<file path="src/rtl/flash_rd_pkg.sv">
package flash_rd_pkg;

  typedef enum logic [0:0] {
    ST_IDLE = 1'b0,
    ST_FILL = 1'b1
  } fill_st_e;

  localparam int unsigned PAGE_WORDS = 4;
  localparam int unsigned DATA_W     = 16;

  // Array content: derived from the word index, no table.
  function automatic logic [15:0] word_pattern(input logic [31:0] idx);
    logic [7:0] b;
    b = idx[7:0];
    return {b ^ 8'h3C, b ^ 8'h96};
  endfunction

endpackage

</file>
<file path="src/rtl/frd_select.sv">
module frd_select (
  input  logic [2:0] ce_i,
  input  logic       oe_ni,
  input  logic       we_ni,
  input  logic       rp_ni,
  output logic       sel_o,
  output logic       rd_en_o,
  output logic       wr_cyc_o
);
  logic all_low, hi_pair;

  assign all_low  = (ce_i == 3'b000);
  assign hi_pair  = ce_i[1] & ce_i[0];
  assign sel_o    = all_low | (ce_i[2] & ~hi_pair);
  assign rd_en_o  = sel_o & ~oe_ni & we_ni & rp_ni;
  assign wr_cyc_o = sel_o & ~we_ni & rp_ni;
endmodule

</file>
<file path="src/rtl/frd_page_ctrl.sv">
module frd_page_ctrl
  import flash_rd_pkg::*;
#(
  parameter int unsigned ADDR_W   = 9,
  parameter int unsigned MISS_LAT = 8
) (
  input  logic              clk_i,
  input  logic              rst_ni,
  input  logic              abort_i,
  input  logic              req_i,
  input  logic              wr_cyc_i,
  input  logic [ADDR_W-1:0] addr_i,
  output logic [15:0]       word_o,
  output logic              a0_o,
  output logic              ready_o,
  output logic              busy_o
);
  localparam int unsigned WADDR_W = ADDR_W - 1;
  localparam int unsigned WORDS   = 1 << WADDR_W;
  localparam int unsigned PAGE_W  = WADDR_W - 2;
  localparam int unsigned CNT_W   = $clog2(MISS_LAT + 1);

  // Backing array, computed contents.
  logic [15:0] rom_w [WORDS];
  for (genvar g = 0; g < WORDS; g++) begin : g_rom
    assign rom_w[g] = word_pattern(32'(g));
  end

  logic [WADDR_W-1:0] waddr;
  logic [1:0]         entry;
  logic [PAGE_W-1:0]  page;
  assign waddr = addr_i[ADDR_W-1:1];
  assign entry = waddr[1:0];
  assign page  = waddr[WADDR_W-1:2];

  fill_st_e          state_q;
  logic [CNT_W-1:0]  cnt_q;
  logic [PAGE_W-1:0] tag_q, page_q;
  logic [1:0]        ent_q;
  logic              tag_vld_q, dirty_q, a0_q, ready_q;
  logic [15:0]       word_q;
  logic [15:0]       pbuf_q [PAGE_WORDS];
  logic              hit;

  assign hit = tag_vld_q && (tag_q == page);

  always_ff @(posedge clk_i or negedge rst_ni) begin
    if (!rst_ni) begin
      state_q   <= ST_IDLE;
      cnt_q     <= '0;
      tag_q     <= '0;
      page_q    <= '0;
      ent_q     <= '0;
      tag_vld_q <= 1'b0;
      dirty_q   <= 1'b0;
      a0_q      <= 1'b0;
      ready_q   <= 1'b0;
      word_q    <= '0;
      for (int i = 0; i < PAGE_WORDS; i++) pbuf_q[i] <= '0;
    end else if (abort_i) begin
      state_q   <= ST_IDLE;
      tag_vld_q <= 1'b0;
      dirty_q   <= 1'b0;
      ready_q   <= 1'b0;
    end else begin
      ready_q <= 1'b0;
      if (wr_cyc_i) tag_vld_q <= 1'b0;
      unique case (state_q)
        ST_IDLE: begin
          if (req_i) begin
            a0_q   <= addr_i[0];
            ent_q  <= entry;
            page_q <= page;
            if (hit) begin
              word_q  <= pbuf_q[entry];
              ready_q <= 1'b1;
            end else begin
              state_q   <= ST_FILL;
              cnt_q     <= '0;
              dirty_q   <= 1'b0;
              tag_vld_q <= 1'b0;
            end
          end
        end
        ST_FILL: begin
          if (cnt_q < CNT_W'(PAGE_WORDS))
            pbuf_q[cnt_q[1:0]] <= rom_w[{page_q, cnt_q[1:0]}];
          if (wr_cyc_i) dirty_q <= 1'b1;
          cnt_q <= cnt_q + 1'b1;
          if (cnt_q == CNT_W'(MISS_LAT - 1)) begin
            state_q   <= ST_IDLE;
            tag_q     <= page_q;
            tag_vld_q <= ~(dirty_q | wr_cyc_i);
            // Bypass the buffer: its last entry may be written this edge.
            word_q    <= rom_w[{page_q, ent_q}];
            ready_q   <= 1'b1;
          end
        end
        default: state_q <= ST_IDLE;
      endcase
    end
  end

  assign word_o  = word_q;
  assign a0_o    = a0_q;
  assign ready_o = ready_q;
  assign busy_o  = (state_q == ST_FILL);
endmodule

</file>
<file path="src/rtl/frd_lane_mux.sv">
module frd_lane_mux (
  input  logic        rd_view_i,
  input  logic        byte_ni,
  input  logic        stat_sel_i,
  input  logic        wsm_busy_i,
  input  logic [7:0]  status_i,
  input  logic [15:0] word_i,
  input  logic        a0_i,
  output logic [15:0] data_o,
  output logic [15:0] lane_oe_o
);
  logic [15:0] val, lanes;

  always_comb begin
    val   = '0;
    lanes = '0;
    if (rd_view_i) begin
      if (stat_sel_i) begin
        val   = {8'h00, status_i};
        lanes = wsm_busy_i ? 16'h0080 : 16'h00FF;
      end else if (!byte_ni) begin
        val   = {8'h00, a0_i ? word_i[15:8] : word_i[7:0]};
        lanes = 16'h00FF;
      end else begin
        val   = word_i;
        lanes = 16'hFFFF;
      end
    end
  end

  assign data_o    = val & lanes;
  assign lane_oe_o = lanes;
endmodule

</file>
<file path="src/rtl/flash_page_rd.sv">
module flash_page_rd
  import flash_rd_pkg::*;
#(
  parameter int unsigned ADDR_W   = 9,
  parameter int unsigned MISS_LAT = 8
) (
  input  logic              clk_i,
  input  logic              rst_ni,
  input  logic [2:0]        ce_i,
  input  logic              oe_ni,
  input  logic              we_ni,
  input  logic              rp_ni,
  input  logic              byte_ni,
  input  logic              stat_sel_i,
  input  logic              wsm_busy_i,
  input  logic [7:0]        status_i,
  input  logic              req_i,
  input  logic [ADDR_W-1:0] addr_i,
  output logic [15:0]       data_o,
  output logic [15:0]       lane_oe_o,
  output logic              ready_o,
  output logic              busy_o
);
  logic sel, rd_en, wr_cyc, req_q, a0;
  logic [15:0] word;

  frd_select u_sel (
    .ce_i     (ce_i),
    .oe_ni    (oe_ni),
    .we_ni    (we_ni),
    .rp_ni    (rp_ni),
    .sel_o    (sel),
    .rd_en_o  (rd_en),
    .wr_cyc_o (wr_cyc)
  );

  assign req_q = req_i & rd_en & ~stat_sel_i;

  frd_page_ctrl #(.ADDR_W(ADDR_W), .MISS_LAT(MISS_LAT)) u_page (
    .clk_i    (clk_i),
    .rst_ni   (rst_ni),
    .abort_i  (~rp_ni),
    .req_i    (req_q),
    .wr_cyc_i (wr_cyc),
    .addr_i   (addr_i),
    .word_o   (word),
    .a0_o     (a0),
    .ready_o  (ready_o),
    .busy_o   (busy_o)
  );

  frd_lane_mux u_mux (
    .rd_view_i  (rd_en),
    .byte_ni    (byte_ni),
    .stat_sel_i (stat_sel_i),
    .wsm_busy_i (wsm_busy_i),
    .status_i   (status_i),
    .word_i     (word),
    .a0_i       (a0),
    .data_o     (data_o),
    .lane_oe_o  (lane_oe_o)
  );
endmodule

</file>
<file path="config.mk">
export PLATFORM = sky130hd
export DESIGN_NAME = flash_page_rd
export DESIGN_NICKNAME = d
export VERILOG_FILES = /design/src/rtl/flash_rd_pkg.sv /design/src/rtl/frd_select.sv /design/src/rtl/frd_page_ctrl.sv /design/src/rtl/frd_lane_mux.sv /design/src/rtl/flash_page_rd.sv
export SDC_FILE = /design/constraint.sdc
export NUM_CORES = 1
export LEC_CHECK = 0
export ABC_AREA = 1
export CELL_PAD_IN_SITES_DETAIL_PLACEMENT = 1
export CELL_PAD_IN_SITES_GLOBAL_PLACEMENT = 1
export CORE_AREA = 2 2 113 115
export CTS_BUF_LIST = sky130_fd_sc_hd__clkbuf_2 sky130_fd_sc_hd__clkbuf_4 sky130_fd_sc_hd__clkbuf_8
export CTS_CLUSTER_DIAMETER = 150
export DETAILED_ROUTE_END_ITERATION = 10
export DIE_AREA = 0 0 115 117
export GPL_ROUTABILITY_DRIVEN = 0
export PLACE_DENSITY = 0.73
export RECOVER_POWER = 100
export SETUP_SLACK_MARGIN = 0.05
export SLEW_MARGIN = 20
export SYNTH_ARGS = -nofsm -noshare
export SYNTH_HDL_FRONTEND = slang
export SYNTH_HIERARCHICAL = 1
export SYNTH_SLANG_ARGS = --single-unit
</file>
<file path="constraint.sdc">
create_clock -name clk_i -period 1.4 [get_ports clk_i]
set_input_delay 0.14 -clock clk_i [delete_from_list [all_inputs] [get_ports clk_i]]
set_output_delay 0.14 -clock clk_i [all_outputs]
set_load 0.02 [all_outputs]
</file>
==> results.sh, run 1 <==
export IMPL_path_clk_slew_ns=0.09
export IMPL_core_area_um2=12300
export IMPL_fp_dieW_um=115
export IMPL_cap_viol_max_count=0
export IMPL_overflow=0
export IMPL_drcViolationCount=0
export IMPL_ys_warn_count=6
export IMPL_final_common_cell="nand2_1"
export IMPL_layoutNonFillerInstCount=874
export IMPL_grt_pass1_vias=4890
export IMPL_layout_common_cells="nand2_1 (83), dfrtp_1 (78), buf_4 (77)"
export IMPL_violations="setup timing"
export IMPL_rsz0062_at_grt="yes"
export IMPL_htreeDepth=3
export IMPL_grt_pass1_wl_um=26600
export IMPL_crit_path_end_kind="register"
export IMPL_portBuffers=62
export IMPL_antenna_cells=0
export IMPL_syn_area_um2=4420
export IMPL_hpwlAfterDp_um=9460
export IMPL_wire_per_inst_um=22.6
export IMPL_tightest_slew_ns=0.611
export IMPL_worstSetupPathType="register to register"
export IMPL_total_power_mw=6.35
export IMPL_syn_to_final_growth_pct=62.7
export IMPL_status="finished with violations"
export IMPL_insertion_delay_ns=0.37
export IMPL_holdCritPathClass="primary input to asynchronous set/reset pin"
export IMPL_root_buffer="clkbuf_8"
export IMPL_initial_core_util=0.359
export IMPL_drtIter0Drc=299
export IMPL_fin_crit_ns=1.65
export IMPL_drive_gt1_frac=0.499
export IMPL_antenna_found_initial=1
export IMPL_synth_cells=577
export IMPL_dp_cells=814
export IMPL_vias_per_cell=5.46
export IMPL_fin_skew_ns=0.00848
export IMPL_grt_use_total=0.260
export IMPL_maxSlewHeadroom=0.589
export IMPL_worstPathMaxFanout=6
export IMPL_cp_startpoint="u_page/cnt_q[1]"
export IMPL_n_fill_cell=1380
export IMPL_synth_nets=610
export IMPL_startpoint_type="register"
export IMPL_ant_nets=0
export IMPL_clk_path_buf_depth=2
export IMPL_cts_inserted_buffers=9
export IMPL_ir_drop_v=0.000510
export IMPL_routed_wl_um=19800
export IMPL_nets=752
export IMPL_powerDensity_nw_per_um2=883
export IMPL_grt_max_degree=39
export IMPL_avgSynthCellArea_um2=7.67
export IMPL_setup_viol=74
export IMPL_die_area_um2=13500
export IMPL_worst_slack_ns=-0.253
export IMPL_die_h_um=117
export IMPL_core_rowCount=41
export IMPL_static_leakage_power_nw=3.34
export IMPL_post_route_util=0.585
export IMPL_worstPathArrival_ns=1.91
export IMPL_worstPathRequired_ns=1.66
export IMPL_whs_ns=0.300
export IMPL_hold_viol=0
export IMPL_first_pass_iters=5
export IMPL_rr_startpoint="u_page/cnt_q[1]"
export IMPL_max_freq_mhz=605
export IMPL_ff2ff_path_depth=11
export IMPL_clkSinkCount=83
export IMPL_fin_crit_sh=1.18
export IMPL_pin_count=63
export IMPL_finalMaxSlewViolations=0
export IMPL_num_vias=4772
export IMPL_cts_tree="built"
==> path summary, 6_finish.rpt <==
| path | to | slack, ns |
|---|---|---|
| min in group clk_i | u_page/tag_vld_q | 0.39 |
| min reg2reg | u_page/word_o[3] | 0.50 |
| max reg2reg | u_page/word_o[12] | -0.25 |
| max in group asynchronous | u_page/busy_o | 0.13 |
| max | u_page/word_o[12] | -0.25 |
| min | u_page/pbuf_q[62] | 0.30 |
==> final cells by class <==
class / instances / area, µm² / share of cell area
clock buffers: 13 / 166 / 0.0231
multi-input cells: 380 / 2630 / 0.366
repair inverters: 1 / 11.3 / 0.00156
flip-flops and latches: 83 / 2080 / 0.289
well taps: 150 / 188 / 0.0261
inverters: 73 / 314 / 0.0436
clock inverters: 3 / 21.3 / 0.00295
repair buffers: 171 / 1780 / 0.248
==> state kept, by name, indices dropped and copies added, names as in the netlist, 2 cells and up <==
signal,count
u_page/pbuf_q,48
u_page/word_o,12
u_page/page_q,6
u_page/tag_q,6
u_page/cnt_q,4
u_page/ent_q,2
==> report_power, final <==
| part | total [mW] | switching, mW | internal (mW) |
|---|---|---|---|
| clock | 1.72 | 0.932 | 0.787 |
| sequential | 2.84 | 0.243 | 2.60 |
| combinational | 1.79 | 0.974 | 0.815 |
| total | 6.35 | 2.15 | 4.20 |
==> through the flow <==
| stage | instance area, µm² | setup WS (ns) | TNS, ns |
|---|---|---|---|
| after global routing | 7200 | -0.296 | -13.45 |
| after CTS | 6520 | -0.153 | -2.17 |
| final | 7200 | -0.253 | -10.12 |
| after global placement | 5610 | -0.784 | -52.01 |
| after floorplan | 4480 | -0.0356 | -0.347 |
| after detailed placement | 5610 | -0.901 | -61.42 |
==> routing by layer <==
metal | vias to the layer above | wire length [µm] | GRT usage
met5 | - | 0 | 0
met1 | 2404 | 7740 | 0.314
li1 | 2113 | - | -
met3 | 59 | 1090 | 0.0386
met4 | 0 | 637 | 0.124
met2 | 196 | 10300 | 0.456
==> what timing repair did <==
action	CTS	global route
hold buffers	1	0
cloned	8	2
pin swaps	21	24
setup buffers	24	14
setup endpoints to repair	114	108
gates resized for setup	318	188
hold endpoints to repair	26	0
==> critical path, cell delays in order (launching register included) <==
cell     delay (ns)
dfrtp_2        0.43
ha_4           0.17
nand2_4        0.06
nor2_4         0.12
inv_2          0.06
nor2_4         0.13
inv_2          0.07
nand2_4        0.08
nand2_8        0.10
buf_12         0.17
nand2_2        0.06
nand2_1        0.06
(Power assumes the default switching activity.)
==> inputs of run 2 (changes only) <==
--- a/config.mk
+++ b/config.mk
@@ -17,6 +17,7 @@
 export PLACE_DENSITY = 0.73
 export RECOVER_POWER = 100
 export SETUP_SLACK_MARGIN = 0.05
+export SKIP_CTS_REPAIR_TIMING = 1
 export SLEW_MARGIN = 20
 export SYNTH_ARGS = -nofsm -noshare
 export SYNTH_HDL_FRONTEND = slang
==> constraint.sdc (replaced) <==
create_clock -name clk_i -period 1.4 [get_ports clk_i]
set_input_delay 0.14 -clock clk_i [delete_from_list [all_inputs] [get_ports clk_i]]
set_output_delay 0.14 -clock clk_i [all_outputs]
set_load 0.005 [all_outputs]
==> run 2 against run 1 <==
  * The run still ends with setup timing left
  * Utilization down 2.8 points
  * Cell area down 4.8%
  * Count of clock-buffer cells in the layout down 3
  * Cell count down 1.8%
  * Non-clock buffer count down 16
  * Register-to-register slack better by 0.05 ns
  * Sequential share of layout area up 1.4 points
  * Clock skew up 0.0043 ns
  * Setup slack better by 0.012 ns
  * Highest routed layer unchanged
==> results.sh, run 2 (synthesis results as in run 1) <==
export IMPL_die_h_um=117
export IMPL_crit_path_end_kind="output pin"
export IMPL_finalMaxSlewViolations=0
export IMPL_startpoint_type="register"
export IMPL_antenna_found_initial=0
export IMPL_largest_register="u_page/pbuf_q"
export IMPL_grt_pass1_vias=4190
export IMPL_grt_max_degree=35
export IMPL_insertion_delay_ns=0.37
export IMPL_critPathTopFamily="flip-flops"
export IMPL_clk_path_buf_depth=2
export IMPL_worstSetupPathType="register to output pin"
export IMPL_cpMaxStageDelayCell="dfrtp_2"
export IMPL_tightest_slew_ns=0.875
export IMPL_cp_cell_sequence="buf_12 > nand3_1 > nand2_1 > nor2_1 > nor2_1 > buf_2"
export IMPL_first_pass_iters=5
export IMPL_tns_ns=-8.20
export IMPL_ant_nets=0
export IMPL_status="finished with violations"
export IMPL_worstPathRequired_ns=1.26
export IMPL_largest_register_ffs=48
export IMPL_pin_count=63
export IMPL_pre_cts_ws_ns=-0.803
export IMPL_fin_crit_sh=1.17
export IMPL_fin_crit_ns=1.64
export IMPL_worstPathArrival_ns=1.50
export IMPL_hold_viol=0
export IMPL_htreeDepth=3
export IMPL_grt_use_total=0.198
export IMPL_cts_tree="built"
export IMPL_fin_skew_ns=0.0128
export IMPL_max_freq_mhz=609
export IMPL_antenna_cells=0
export IMPL_portBuffers=62
export IMPL_cp_num_buf_inv=2
export IMPL_drive_gt1_frac=0.414
export IMPL_drtIter0Drc=282
export IMPL_violations="setup timing"
export IMPL_root_buffer="clkbuf_8"
export IMPL_clkSinkCount=83
export IMPL_core_rowCount=41
export IMPL_rsz0062_at_grt="yes"
export IMPL_final_common_cell="nand2_1"
export IMPL_fp_dieW_um=115
export IMPL_maxSlewHeadroom=0.417
export IMPL_vias_per_cell=5.42
export IMPL_crit_path_frequent_cell="nor2_1"
export IMPL_initial_core_util=0.359
export IMPL_syn_to_final_growth_pct=54.9
export IMPL_core_area_um2=12300
export IMPL_cap_viol_max_count=0
export IMPL_grt_pass1_wl_um=20700
export IMPL_nets=737
export IMPL_num_vias=4652
export IMPL_overflow=0
export IMPL_worst_slack_ns=-0.241
export IMPL_die_area_um2=13500
export IMPL_worstPathMaxFanout=5
export IMPL_powerDensity_nw_per_um2=854
export IMPL_cts_inserted_buffers=9
export IMPL_drcViolationCount=0
export IMPL_setup_viol=87
export IMPL_path_clk_slew_ns=0.08
export IMPL_ir_drop_v=0.000458
export IMPL_holdCritPathClass="primary input to register"
export IMPL_routed_wl_um=18600
export IMPL_hpwlAfterDp_um=9440
export IMPL_max_stage_delay_ns=0.46
export IMPL_static_leakage_power_nw=3.36
export IMPL_layout_common_cells="nand2_1 (91), dfrtp_1 (81), inv_1 (59)"
export IMPL_wire_per_inst_um=21.6
==> run 2: cell count changes in the layout (fill, tap and decap cells not counted), moves of 8 or more <==
cell,before,now
dlymetal6s2s_1,1,14
o21ai_2,36,22
o21ai_1,16,26
nand2_1,83,91
buf_4,77,48
buf_6,40,28
inv_1,51,59
==> run 2: through the flow <==
stage	util	instances	hold slack [ns]	cell area, µm²	total power, mW
detailed placement	0.452	804	0.143	5560	3.82
CTS	0.465	819	-0.251	5730	5.36
floorplan	-	577	-0.156	4460	3.28
finish	0.557	858	0.371	6850	5.85
global placement	0.452	804	0.145	5560	3.77
global route	0.557	858	0.403	6850	6.08
==> run 2: where the power goes <==
group / leakage [nW] / total (mW) / internal (mW) / switching (mW)
clock: 0.0853 / 1.57 / 0.649 / 0.923
sequential: 1.08 / 2.84 / 2.60 / 0.245
combinational: 2.20 / 1.43 / 0.633 / 0.800
total: 3.36 / 5.85 / 3.88 / 1.97
==> run 2: worst register-to-register path, stage by stage (launching register included) <==
cell and delay [ns]:
dfrtp_2 0.42, ha_4 0.17, nand2_4 0.06, nor2_4 0.13, inv_2 0.04, nor2_2 0.15, inv_2 0.07, nand2_4 0.09
nand2_8 0.08, inv_6 0.12, nand2_1 0.10, nand2_1 0.10
==> run 2: final timing paths <==
kind	startpoint	endpoint	slack, ns	depth (start not counted)
max in group asynchronous	rst_ni	u_page/cnt_q[1]	0.12	3
worst max register to register	u_page/cnt_q[1]	u_page/word_o[12]	-0.20	11
worst min-delay path	rp_ni	u_page/tag_vld_q	0.37	5
min in group asynchronous	rst_ni	u_page/pbuf_q[47]	0.42	2
worst max-delay path	u_page/a0_o	data_o[3]	-0.24	6
worst min register to register	u_page/word_o[3]	u_page/word_o[3]	0.50	2
==> run 2: per-layer routing <==
metal  share of wire  wire length, µm  track usage
met1            0.38             7040        0.243
met2            0.53             9800        0.357
met3           0.041              755       0.0283
met4           0.052              968       0.0707
met5               0                0            0
==> run 2: final cells by class <==
class / count / area, µm²
clock buffer: 10 / 131
clock inverter: 5 / 31.3
fill: 1435 / 5460
inverter: 73 / 292
multi-input combinational: 382 / 2490
sequential: 83 / 2080
tap: 150 / 188
timing repair buffer: 155 / 1650
==> inputs of run 3 (changes only) <==
--- a/config.mk
+++ b/config.mk
@@ -8,13 +8,12 @@
 export ABC_AREA = 1
 export CELL_PAD_IN_SITES_DETAIL_PLACEMENT = 1
 export CELL_PAD_IN_SITES_GLOBAL_PLACEMENT = 1
-export CORE_AREA = 2 2 113 115
-export CTS_BUF_LIST = sky130_fd_sc_hd__clkbuf_2 sky130_fd_sc_hd__clkbuf_4 sky130_fd_sc_hd__clkbuf_8
+export CORE_AREA = 2 2 114 116
 export CTS_CLUSTER_DIAMETER = 150
 export DETAILED_ROUTE_END_ITERATION = 10
-export DIE_AREA = 0 0 115 117
+export DIE_AREA = 0 0 116 118
 export GPL_ROUTABILITY_DRIVEN = 0
-export PLACE_DENSITY = 0.73
+export PLACE_DENSITY = 0.72
 export RECOVER_POWER = 100
 export SETUP_SLACK_MARGIN = 0.05
 export SKIP_CTS_REPAIR_TIMING = 1
==> run 3 against run 2 <==
  * Clock power increased by 67%
  * Critical path depth unchanged
  * Via count shrank 0.32%
  * Die area grew 1.7%
  * Utilization grew 1.4 points
  * First-iteration DRC count fell by 15%
  * The run still ends with setup timing left
  * Combinational power increased by 9%
  * Register-to-register slack gained 0.02 ns
  * Clock skew shrank 0.0032 ns
==> results.sh, run 3 (synthesis results as in run 1) <==
export IMPL_grt_max_degree=26
export IMPL_antenna_cells=0
export IMPL_ff2ff_path_depth=11
export IMPL_fin_skew_ns=0.00960
export IMPL_grt_pass1_vias=4339
export IMPL_ir_drop_v=0.000687
export IMPL_cp_cell_sequence="buf_4 > buf_6 > a21oi_2 > nor2_1 > nor2_1 > buf_2"
export IMPL_drcViolationCount=0
export IMPL_post_route_util=0.571
export IMPL_maxSlewHeadroom=0.597
export IMPL_wire_per_inst_um=21.2
export IMPL_largest_register_ffs=48
export IMPL_static_leakage_power_nw=3.50
export IMPL_status="finished with violations"
export IMPL_cap_viol_max_count=0
export IMPL_swShare=0.301
export IMPL_tightest_slew_ns=0.605
export IMPL_portBuffers=62
export IMPL_insertion_delay_ns=0.35
export IMPL_layout_common_cells="nand2_1 (90), dfrtp_1 (79), inv_1 (55)"
export IMPL_r2r_end="u_page/word_o[10]"
export IMPL_drtIter0Drc=240
export IMPL_startpoint_type="register"
export IMPL_whs_ns=0.331
export IMPL_vias_per_cell=5.25
export IMPL_hpwlAfterDp_um=9700
export IMPL_fp_dieW_um=116
export IMPL_worstPathArrival_ns=1.51
export IMPL_p_seq_frac=0.404
export IMPL_worst_slack_ns=-0.248
export IMPL_cts_tree="built"
export IMPL_nets=741
export IMPL_cpMaxStageDelayCell="dfrtp_1"
export IMPL_max_stage_delay_ns=0.43
export IMPL_setup_viol=73
export IMPL_syn_to_final_growth_pct=60.2
export IMPL_path_clk_slew_ns=0.06
export IMPL_htreeDepth=3
export IMPL_clkSinkCount=83
export IMPL_overflow=0
export IMPL_antenna_found_initial=0
export IMPL_holdCritPathClass="primary input to asynchronous set/reset pin"
export IMPL_drive_gt1_frac=0.423
export IMPL_worstPathMaxFanout=5
export IMPL_rsz0062_at_grt="yes"
export IMPL_powerDensity_nw_per_um2=990
export IMPL_initial_core_util=0.356
export IMPL_final_common_cell="nand2_1"
export IMPL_worstSetupPathType="register to output pin"
export IMPL_critPathTopFamily="flip-flops"
export IMPL_hold_viol=0
export IMPL_multi_input_area_um2=2500
export IMPL_largest_register="u_page/pbuf_q"
export IMPL_p_int_mw=4.90
export IMPL_clkPwrFrac=0.374
export IMPL_fin_crit_ns=1.65
export IMPL_finalMaxSlewViolations=0
export IMPL_tns_ns=-7.30
export IMPL_cp_startpoint="u_page/a0_o"
export IMPL_num_vias=4637
export IMPL_die_h_um=118
export IMPL_core_area_um2=12400
export IMPL_root_buffer="clkbuf_16"
export IMPL_n_fill_cell=1437
export IMPL_clk_path_buf_depth=2
export IMPL_grt_use_total=0.204
export IMPL_max_freq_mhz=607
export IMPL_violations="setup timing"
export IMPL_p_comb_frac=0.222
export IMPL_seq_area_um2=2080
export IMPL_routed_wl_um=18700
export IMPL_pin_count=63
export IMPL_fin_crit_sh=1.18
export IMPL_r2r_slack_ns=-0.18
export IMPL_cp_num_buf_inv=3
export IMPL_core_rowCount=41
export IMPL_total_power_mw=7.01
export IMPL_rr_startpoint="u_page/cnt_q[0]"
export IMPL_crit_path_end_kind="output pin"
export IMPL_first_pass_iters=5
export IMPL_cts_inserted_buffers=9
export IMPL_grt_pass1_wl_um=21800
export IMPL_die_area_um2=13700
export IMPL_ant_nets=0
export IMPL_worstPathRequired_ns=1.26
export IMPL_crit_path_frequent_cell="nor2_1"
export IMPL_p_sw_mw=2.11
==> run 3: cell types whose count changed in the layout (fill, tap and decap cells not counted), sizes merged, moves of 2 or more <==
cell | before | now
dlymetal6s2s | 14 | 18
buf | 99 | 104
clkinv | 6 | 4
clkbuf | 30 | 27
bufinv | 0 | 2
==> run 3: power groups by stage <==
| stage | Combinational, mW | Sequential, mW | Clock [mW] |
|---|---|---|---|
| 2_1_floorplan | 0.513 | 2.77 | 0 |
| 3_3_place_gp | 1.03 | 2.78 | 0 |
| 3_5_place_dp | 1.07 | 2.80 | 0 |
| 4_1_cts | 1.08 | 2.76 | 2.60 |
| 5_1_grt | 1.67 | 2.85 | 2.74 |
| 6_report | 1.56 | 2.83 | 2.62 |
==> run 3: worst max-delay path by stage <==
stage / end / slack, ns / cells past startpoint
floorplan: u_page/word_o[11] / -0.04 / 11
global placement: data_o[1] / -0.69 / 9
detailed placement: data_o[4] / -0.76 / 9
CTS: data_o[4] / -0.77 / 9
global route: data_o[3] / -0.32 / 6
finish: data_o[3] / -0.25 / 6
==> run 3: area by class of cell <==
class                      instances  area share
tap                              172      0.0304
timing repair buffer             160       0.234
inverter                          73      0.0426
multi-input combinational        380       0.353
clock inverter                     5      0.0109
sequential                        83       0.294
clock buffer                      10      0.0337
timing repair inverter             1     0.00159
==> run 3: per-stage QoR <==
step / setup WS [ns] / cell area, µm² / cells
global route: -0.325 / 7090 / 884
global placement: -0.685 / 5630 / 834
finish: -0.248 / 7090 / 884
CTS: -0.771 / 5940 / 849
detailed placement: -0.764 / 5630 / 834
floorplan: -0.0356 / 4460 / 577
==> run 3: layer usage <==
metal / global-route usage / vias to the layer above / routed length (µm) / part of all wire
met5: 0 / - / 0 / 0
met3: 0.0299 / 41 / 654 / 0.035
met1: 0.264 / 2374 / 7450 / 0.40
li1: - / 2080 / - / -
met4: 0.0781 / 0 / 625 / 0.033
met2: 0.343 / 142 / 10000 / 0.53
